==> config.mk <==
export PLATFORM = sky130hd
export DESIGN_NAME = flash_remap
export DESIGN_NICKNAME = d
export VERILOG_FILES = /design/src/rtl/fremap_pkg.sv /design/src/rtl/fremap_table.sv /design/src/rtl/fremap_alloc.sv /design/src/rtl/flash_remap.sv
export SDC_FILE = /design/constraint.sdc
export NUM_CORES = 2
export LEC_CHECK = 0
export CAP_MARGIN = 40
export CORE_MARGIN = 3
export CORE_UTILIZATION = 50
export CTS_BUF_LIST = sky130_fd_sc_hd__clkbuf_16
export CTS_CLUSTER_SIZE = 16
export DETAILED_ROUTE_END_ITERATION = 6
export PLACE_DENSITY = 0.62
export REMOVE_ABC_BUFFERS = 1
export SYNTH_ARGS = -nofsm -noshare
export SYNTH_HDL_FRONTEND = slang
export SYNTH_SLANG_ARGS = --single-unit
export TNS_END_PERCENT = 50
==> constraint.sdc <==
create_clock -name clk -period 6.3 [get_ports clk]
set_input_delay 1.26 -clock clk [delete_from_list [all_inputs] [get_ports clk]]
set_output_delay 1.26 -clock clk [all_outputs]
set_load 0.05 [all_outputs]
==> src/rtl/fremap_pkg.sv <==
package fremap_pkg;
  typedef enum logic [2:0] {
    OP_READ  = 3'd0,
    OP_PROG  = 3'd1,
    OP_COPY  = 3'd2,
    OP_ERASE = 3'd3,
    OP_BLANK = 3'd4
  } fop_e;

  typedef enum logic [1:0] {
    ST_IDLE,
    ST_SCAN,
    ST_ERASE
  } fst_e;
endpackage

==> src/rtl/fremap_table.sv <==
module fremap_table #(
  parameter int LPAGES = 128,
  parameter int LW     = 7,
  parameter int PW     = 10
) (
  input  logic          clk,
  input  logic          rst_n,
  input  logic [LW-1:0] idx,
  output logic [PW-1:0] rd_phys,
  output logic          rd_mapped,
  input  logic          wr_en,
  input  logic [PW-1:0] wr_phys
);
  logic [PW-1:0]     ent [LPAGES];
  logic [LPAGES-1:0] mapped;

  always_ff @(posedge clk) begin
    if (!rst_n) mapped <= '0;
    else if (wr_en) mapped[idx] <= 1'b1;
  end

  always_ff @(posedge clk) begin
    if (wr_en) ent[idx] <= wr_phys;
  end

  assign rd_phys   = ent[idx];
  assign rd_mapped = mapped[idx];
endmodule

==> src/rtl/fremap_alloc.sv <==
module fremap_alloc #(
  parameter int SECTORS = 4,
  parameter int PPS     = 256,
  parameter int SEC_W   = 2,
  parameter int PG_W    = 8
) (
  input  logic             clk,
  input  logic             rst_n,
  input  logic             take,
  input  logic             rotate,
  output logic [SEC_W-1:0] cur_sec,
  output logic [PG_W-1:0]  cur_pg,
  output logic [SEC_W-1:0] old_sec,
  output logic             last
);
  localparam logic [SEC_W-1:0] SEC_MAX = SEC_W'(SECTORS - 1);
  localparam logic [PG_W-1:0]  PG_MAX  = PG_W'(PPS - 1);

  always_ff @(posedge clk) begin
    if (!rst_n) begin
      cur_sec <= '0;
      cur_pg  <= '0;
      old_sec <= '0;
    end else if (rotate) begin
      old_sec <= cur_sec;
      cur_sec <= (cur_sec == SEC_MAX) ? '0 : cur_sec + 1'b1;
      cur_pg  <= '0;
    end else if (take) begin
      cur_pg  <= cur_pg + 1'b1;
    end
  end

  assign last = (cur_pg == PG_MAX);

  // filling the final page must always start a sector change
  assert_last_rotates_R6: assert property (@(posedge clk) disable iff (!rst_n)
    (take && last) |-> rotate);

  // a sector change always lands at page 0 of the following sector
  assert_rotate_wraps_R8: assert property (@(posedge clk) disable iff (!rst_n)
    rotate |=> (cur_pg == '0) && (old_sec != cur_sec));
endmodule

==> src/rtl/flash_remap.sv <==
module flash_remap
  import fremap_pkg::*;
#(
  parameter int LPAGES  = 128,
  parameter int PPS     = 256,
  parameter int SECTORS = 4,
  localparam int LW     = $clog2(LPAGES),
  localparam int PG_W   = $clog2(PPS),
  localparam int SEC_W  = (SECTORS > 1) ? $clog2(SECTORS) : 1,
  localparam int PW     = SEC_W + PG_W
) (
  input  logic          clk,
  input  logic          rst_n,
  input  logic          req_valid,
  output logic          req_ready,
  input  logic          req_write,
  input  logic [LW-1:0] req_lpage,
  output logic          cmd_valid,
  input  logic          cmd_ready,
  output logic [2:0]    cmd_op,
  output logic [PW-1:0] cmd_addr,
  output logic [PW-1:0] cmd_src,
  output logic          busy
);
  localparam logic [LW-1:0] SCAN_END = LW'(LPAGES - 1);

  fst_e             st;
  logic [LW-1:0]    scan_idx;
  logic             can_issue, req_fire, load;
  logic [LW-1:0]    tbl_idx;
  logic [PW-1:0]    rd_phys, cur_phys;
  logic             rd_mapped, tbl_wr;
  logic             take, rotate, last;
  logic [SEC_W-1:0] cur_sec, old_sec;
  logic [PG_W-1:0]  cur_pg;
  fop_e             n_op;
  logic [PW-1:0]    n_addr, n_src;

  assign can_issue = !cmd_valid || cmd_ready;
  assign req_ready = (st == ST_IDLE) && can_issue;
  assign req_fire  = req_valid && req_ready;
  assign busy      = (st != ST_IDLE);
  assign tbl_idx   = (st == ST_SCAN) ? scan_idx : req_lpage;
  assign cur_phys  = {cur_sec, cur_pg};

  fremap_table #(.LPAGES(LPAGES), .LW(LW), .PW(PW)) u_table (
    .clk(clk), .rst_n(rst_n), .idx(tbl_idx), .rd_phys(rd_phys),
    .rd_mapped(rd_mapped), .wr_en(tbl_wr), .wr_phys(cur_phys)
  );

  fremap_alloc #(.SECTORS(SECTORS), .PPS(PPS), .SEC_W(SEC_W), .PG_W(PG_W)) u_alloc (
    .clk(clk), .rst_n(rst_n), .take(take), .rotate(rotate),
    .cur_sec(cur_sec), .cur_pg(cur_pg), .old_sec(old_sec), .last(last)
  );

  always_comb begin
    load   = 1'b0;
    tbl_wr = 1'b0;
    take   = 1'b0;
    rotate = 1'b0;
    n_op   = OP_READ;
    n_addr = '0;
    n_src  = '0;
    unique case (st)
      ST_IDLE: if (req_fire) begin
        load = 1'b1;
        if (req_write) begin
          n_op   = OP_PROG;
          n_addr = cur_phys;
          tbl_wr = 1'b1;
          take   = 1'b1;
          rotate = last;
        end else if (rd_mapped) begin
          n_op   = OP_READ;
          n_addr = rd_phys;
        end else begin
          n_op   = OP_BLANK;
        end
      end
      ST_SCAN: if (can_issue && rd_mapped) begin
        load   = 1'b1;
        n_op   = OP_COPY;
        n_addr = cur_phys;
        n_src  = rd_phys;
        tbl_wr = 1'b1;
        take   = 1'b1;
      end
      ST_ERASE: if (can_issue) begin
        load   = 1'b1;
        n_op   = OP_ERASE;
        n_addr = {old_sec, PG_W'(0)};
      end
      default: ;
    endcase
  end

  always_ff @(posedge clk) begin
    if (!rst_n) begin
      st       <= ST_IDLE;
      scan_idx <= '0;
    end else begin
      unique case (st)
        ST_IDLE: if (req_fire && req_write && last) begin
          st       <= ST_SCAN;
          scan_idx <= '0;
        end
        ST_SCAN: if (can_issue) begin
          scan_idx <= scan_idx + 1'b1;
          if (scan_idx == SCAN_END) st <= ST_ERASE;
        end
        ST_ERASE: if (can_issue) st <= ST_IDLE;
        default: st <= ST_IDLE;
      endcase
    end
  end

  always_ff @(posedge clk) begin
    if (!rst_n) begin
      cmd_valid <= 1'b0;
      cmd_op    <= 3'd0;
      cmd_addr  <= '0;
      cmd_src   <= '0;
    end else if (load) begin
      cmd_valid <= 1'b1;
      cmd_op    <= n_op;
      cmd_addr  <= n_addr;
      cmd_src   <= n_src;
    end else if (cmd_ready) begin
      cmd_valid <= 1'b0;
    end
  end

  // a stalled command stays put
  assert_cmd_hold_R9: assert property (@(posedge clk) disable iff (!rst_n)
    (cmd_valid && !cmd_ready) |=> cmd_valid && $stable(cmd_op) &&
    $stable(cmd_addr) && $stable(cmd_src));

  // no request is taken during compaction
  assert_busy_blocks_R6: assert property (@(posedge clk) disable iff (!rst_n)
    busy |-> !req_ready);

  // copies always leave the sector they read from
  assert_copy_cross_R6: assert property (@(posedge clk) disable iff (!rst_n)
    (cmd_valid && cmd_op == 3'(OP_COPY)) |->
    (cmd_src[PW-1:PG_W] != cmd_addr[PW-1:PG_W]));

  // the sector being erased is never the one receiving writes
  assert_erase_other_R8: assert property (@(posedge clk) disable iff (!rst_n)
    (cmd_valid && cmd_op == 3'(OP_ERASE)) |->
    (cmd_addr[PW-1:PG_W] != cur_sec) && (cmd_addr[PG_W-1:0] == '0));
endmodule

# ---- Word-level counts from Yosys, hierarchy flattened
# Memories as Yosys holds them, arrays and structs flattened.
# Index checks and enable logic that the tools add are counted.
dict set report word_totals {
  register_bits 173
  ramBits 1280
  inputBits 12
  output_inout_bits 26
  elab_cells 84
  memories 1
}
# name words width rd rd_ports_with_merged_regs write_ports line
set memory_table {}
lappend memory_table {u_table.ent 128 10 1 0 1 fremap_table.sv:14} ;# logic [PW-1:0] ent [LPAGES];
dict set report op_classes {
  add_sub_neg 3
  magnitude_cmp 2
  n_eq_ne 9
  mux 42
  n_bitwise 2
  reduce_logical 15
}
# cell n
set op_table {}
lappend op_table {{$or 128x128->128} 1}
lappend op_table {{$mux 10} 7}
lappend op_table {{$pmux 10 s3} 1}
lappend op_table {{$mux 7} 3}
lappend op_table {{$mux 1} 14}
lappend op_table {{$mux 2} 7}
lappend op_table {{$pmux 7 s2} 1}
lappend op_table {{$mux 3} 3}
lappend op_table {{$pmux 3 s3} 1}
lappend op_table {{$add 8x1->8 const B} 1}
lappend op_table {{$eq 8x8->1 const B} 1}
lappend op_table {{$lt 7x8->1 const B} 1}
lappend op_table {{$add 7x1->7 const B} 1}
lappend op_table {{$bmux 1 s7} 1}
lappend op_table {{$demux 1 s7} 1}
lappend op_table {{$eq 7x7->1 const B} 1}
lappend op_table {{$ge 7x1->1 const B} 1}
lappend op_table {{$logic_and 1x1->1} 6}
lappend op_table {{$pmux 2 s3} 1}
lappend op_table {{$reduce_bool 2->1} 3}
lappend op_table {{$eq 2x2->1 const B} 2}
lappend op_table {{$ne 2x1->1 const B} 2}
lappend op_table {{$ne 2x2->1 const B} 2}
lappend op_table {{$reduce_and 4->1} 1}
lappend op_table {{other kinds (10)} 10}

# ---- Depth between registers and ports, before layout
dict set report logic_depth {
  word_depth 9
  depth_mapped 16
  depth_no_buf 9
}

# ---- By module
# A second synthesis with hierarchy kept.
dict set report unflattened {
  hier_cells 3423
  area_unflattened_um2 55759.7
}
# mod n_inst cells_per_inst area_each_um2 seq_area_each_um2
set by_module_without_submodules {}
lappend by_module_without_submodules {fremap_table 1 3172 53583.9 40999.3}
lappend by_module_without_submodules {flash_remap 1 196 1656.6 660.6}
lappend by_module_without_submodules {fremap_alloc 1 55 519.2 240.2}

# ---- Worst setup path before layout
# OpenSTA, ideal clock, no wires.
dict set report synth_path {
  path_kind {input to register}
  from {input req_lpage[1]}
  to {memory u_table.ent[114][0], enable pin}
  setup_ns 0.392
  arrival_time_ns 4.198
  required_time_ns 5.908
  setup_slack_ns 1.709
  path_stages 11
  path_buffers 3
  path_cell_list {clkbuf_1 -> inv_1 -> a31oi_4 -> buf_2 -> o32ai_1 -> o31ai_1 -> o2111ai_1 -> a2111oi_4 -> a21oi_2 -> buf_2 -> nor3_1}
}
dict set report synth_between {
  elab_chain_cells 8
}
# element line
set synth_rtl {}
lappend synth_rtl {{start, declared} flash_remap.sv:17} ;# input logic [LW-1:0] req_lpage,
lappend synth_rtl {{$mux 7 (*)} flash_remap.sv:43} ;# assign tbl_idx = (st == ST_SCAN) ? scan_idx : req_lpage;
lappend synth_rtl {{$bmux 1 s7} fremap_table.sv:27} ;# assign rd_mapped = mapped[idx];
lappend synth_rtl {{$mux 1 (implied by the code)} fremap_table.sv:27}
lappend synth_rtl {{$logic_and 1x1->1} flash_remap.sv:80} ;# ST_SCAN: if (can_issue && rd_mapped) begin
lappend synth_rtl {{$mux 1} flash_remap.sv:80}
lappend synth_rtl {{$pmux 1 s2} flash_remap.sv:64} ;# unique case (st)
lappend synth_rtl {{$mux 1} fremap_table.sv:23} ;# if (wr_en) ent[idx] <= wr_phys;
lappend synth_rtl {{$mux 1 (implied by the code)} fremap_table.sv:23}
lappend synth_rtl {{end, declared} fremap_table.sv:14}
# Mark *: on every way between the ends. The rest lies on a longest branch, timed or not. The select of a mux whose other input is x is not followed.

# ---- Worst setup path in the final report
dict set report layout_path {
  from {input req_lpage[1]}
  to {memory u_table.ent[20][0], enable pin}
}
# Same word-level chain as after synthesis.

==> flow_summary.json <==
{
  "status": "finished, final reports clean",
  "fin_nets": 4168,
  "dp.cells": 5504,
  "reg2reg_slack_ns": 1.04,
  "numPortBuffers": 37,
  "grt_pass1_vias": 35680,
  "yosys_most_used_dff": "edfxtp_1",
  "cp-end-kind": "flip-flop",
  "ios": 38,
  "synth-warning-count": 0,
  "grt_pass1_wl_um": 254500,
  "die_x_um": 344.4,
  "reg2reg_from": "scan_idx[0]",
  "fin_tns_setup_ns": 0,
  "peakVddDrop_v": 0.0002811,
  "cts_buffers": 145,
  "postCtsSetupBuffers": 0,
  "clock.fmax_mhz": 186.8,
  "clockBufferDepth": 3,
  "final.setup_skew_ns": 0.03402,
  "p_comb_share_pct": 5.3,
  "ant_nets": 0,
  "synthArstFlopShare_pct": 0,
  "cts_sinks": 1453,
  "yosysSeqAreaShare_pct": 73.18,
  "p_leak_nw": 21.12,
  "hold_depth": 2,
  "clock_latency_ns": 0.76,
  "wl_um": 177600,
  "drive_gt1_share_pct": 15.55,
  "grt_overflow": 0,
  "synth-edff-count": 1280,
  "synth_compound_area_share_pct": 11.59,
  "grt_usage_pct": 29.67,
  "whs_endpoint": "cmd_src[4]",
  "synth-seq-cells": 1453,
  "p_int_mw": 15.35,
  "critPathLaunchType": "input port",
  "switchingPower_mw": 4.330,
  "fin_ws_ns": 0.9473,
  "p_per_area_nw_per_um2": 300.2,
  "netlist_area_um2": 57250,
  "r2r_cells": 10,
  "rows": 123,
  "clkTransAtPathRegs_ns": 0.06,
  "start_util_pct": 50.62,
  "hold_path_class": "flip-flop to flip-flop",
  "synth_xor_area_share_pct": 0.06119,
  "period_share_pct": 84.96,
  "gp_congestion": 0.8862,
  "cts-resized-gates": 0,
  "cp_max_fo": 80,
  "n_fill_cell": 8887,
  "finalHoldViolations": 0,
  "period_minus_slack_ns": 5.353,
  "rsz0062_at_grt": "false",
  "synthCells": 3967,
  "pre_cts_slack_ns": 0.3872,
  "cp.arrival_ns": 5.82,
  "area_growth_pct": 14.49,
  "num_vias": 37600,
  "drc": 0,
  "dpl.hpwl_um": 109300,
  "ys_types": 71,
  "total_power_mw": 19.68,
  "drtIter0Drc": 5072,
  "yosys-top-cells-area": "edfxtp_1 (67%), dfxtp_1 (6.0%), o22ai_1 (3.5%), mux2i_1 (3.4%), nand2_1 (2.2%)",
  "cts_tree": "built",
  "synth_top_area_share_pct": 67.13,
  "die_y_um": 344.4,
  "antenna_found_initial": 4,
  "rr_endpoint": "cmd_addr[9]",
  "cts_hold_buf": 0,
  "cts_max_level": 4,
  "drv_cap": 0,
  "p_clk_share_pct": 41.9,
  "synth_top_family_by_area": "compound AO/OA/AOI/OAI gates",
  "dr.pass1.iters": 6,
  "synthAdderAreaFrac_pct": 0.06556,
  "wl_per_cell_um": 30.79,
  "hold_start": "cmd_src[4]",
  "tightest_slew_ns": 0.9566,
  "via_per_inst": 6.516,
  "synthMuxAreaShare_pct": 3.582,
  "setup_violations": 0,
  "worstPathRequired_ns": 6.76,
  "slew_headroom_pct": 36.22,
  "seq_power_share_pct": 52.8,
  "core_area_um2": 113100,
  "avgSynthCellArea_um2": 14.43,
  "fin_cells": 5770,
  "yosys.area.top_type": "edfxtp_1",
  "path_class": "input port to flip-flop",
  "sw_frac_of_total_pct": 22.00,
  "yosys.area_share.simple_pct": 8.879,
  "grt_start_max_net_pins": 87,
  "cts-root-buf": "clkbuf_16",
  "dieArea_um2": 118600,
  "finalMaxSlewViolations": 0
}
## worst max path at each step
stage                          end  slack, ns          from  depth (start not counted)
5_1_grt         u_table.ent[20][0]       0.86  req_lpage[1]                         14
3_3_place_gp    u_table.ent[20][2]       0.46  req_lpage[1]                         14
6_report        u_table.ent[20][0]       0.95  req_lpage[1]                         14
2_1_floorplan  u_table.ent[114][0]      -9.41   scan_idx[0]                          4
4_1_cts         u_table.ent[20][0]       1.13  req_lpage[1]                         14
3_5_place_dp    u_table.ent[20][0]       0.39  req_lpage[1]                         14
## metrics by stage
stage          utilization (%)  hold WS, ns  instance area (um2)
2_1_floorplan                -       0.4406                55920
3_3_place_gp             53.63       0.4435                60660
3_5_place_dp             53.94       0.4529                61020
6_report                 57.95       0.4663                65550
5_1_grt                  57.95       0.4779                65550
4_1_cts                  57.94       0.4673                65540
## sequential cells by signal, indices dropped and copies added, names as in the netlist
name             flops
scan_idx             7
st                   2
cmd_valid            1
u_table.ent       1280
u_alloc.cur_pg       8
cmd_addr            10
cmd_src             10
u_alloc.old_sec      2
u_alloc.cur_sec      2
u_table.mapped     128
cmd_op               3
## cell type report
type | count | area (um2) | share of cell area (%)
flip-flops and latches | 1453 | 41940 | 63.98
inverters | 46 | 172.7 | 0.2634
repair buffers | 335 | 2958 | 4.512
well taps | 1500 | 1877 | 2.863
clock buffers | 153 | 3829 | 5.841
diodes | 1 | 2.502 | 0.003818
multi-input cells | 2172 | 14080 | 21.48
clock inverters | 110 | 690.7 | 1.054
## power by group through the flow
| stage | Clock [mW] | Sequential (mW) | Combinational (mW) |
|---|---|---|---|
| floorplan | 0 | 10.6 | 0.531 |
| global placement | 0 | 10.6 | 0.973 |
| detailed placement | 0 | 10.6 | 1.01 |
| CTS | 8.34 | 10.4 | 1.02 |
| global route | 8.70 | 10.4 | 1.07 |
| finish | 8.25 | 10.4 | 1.04 |
## kinds of logic after synthesis
family / Yosys count
simple gates: 1011
fa+ha+maj: 3
mux: 202
buf+inv: 342
compound gates: 952
flops: 1453
xor+xnor: 4
## cells in the mapped netlist (all sizes together), types with 5 or more instances
| cell type | count |
|---|---|
| nand2 | 331 |
| nand2b | 12 |
| a21oi | 40 |
| o22ai | 316 |
| o31ai | 40 |
| buf | 162 |
| nor2 | 191 |
| or3 | 17 |
| edfxtp | 1280 |
| nor2b | 5 |
| mux2i | 194 |
| inv | 46 |
| o22a | 11 |
| a2111oi | 6 |
| o21a | 142 |
| o221ai | 28 |
| nor4 | 17 |
| a222oi | 11 |
| dfxtp | 173 |
| o31a | 19 |
| clkbuf | 134 |
| a31oi | 49 |
| o41ai | 16 |
| a32o | 16 |
| mux2 | 7 |
| nand3 | 92 |
| nand4 | 9 |
| nor3 | 322 |
| or2 | 5 |
| o2111ai | 5 |
| o32ai | 37 |
| o21ai | 121 |
| a32oi | 38 |
| a211oi | 34 |
## critical path: stages
cell             delay [ns]
clkdlybuf4s50_1        0.60
buf_4                  0.21
inv_1                  0.12
a31oi_4                0.24
buf_12                 0.28
buf_4                  0.37
o32ai_1                0.17
o31ai_1                0.41
a41oi_1                0.34
a2111oi_4              0.45
a21oi_4                0.14
buf_12                 0.27
nor3_2                 0.52
buf_4                  0.24
## routing by layer
metal  vias up  GRT usage [%]  wire length [um]  share of wire, %
met4         8          9.963              6164               3.5
met2      2223          44.44             79730                45
li1      15990              -                 -                 -
met3       359          7.772             19840                11
met1     19020          42.35             71850                40
met5         -              0                56             0.032
## cells in the final DEF (no fill, tap or decap), types with 83 or more instances in the layout
master / count
o21a_1: 139
o21ai_0: 115
nor2_1: 191
inv_1: 83
nor3_2: 119
nand3_1: 92
o22ai_1: 316
dfxtp_1: 162
mux2i_1: 191
buf_4: 270
edfxtp_1: 1280
nand2_1: 329
clkbuf_16: 153
nor3_1: 203
No activity file was read; power rests on OpenSTA's default activity.
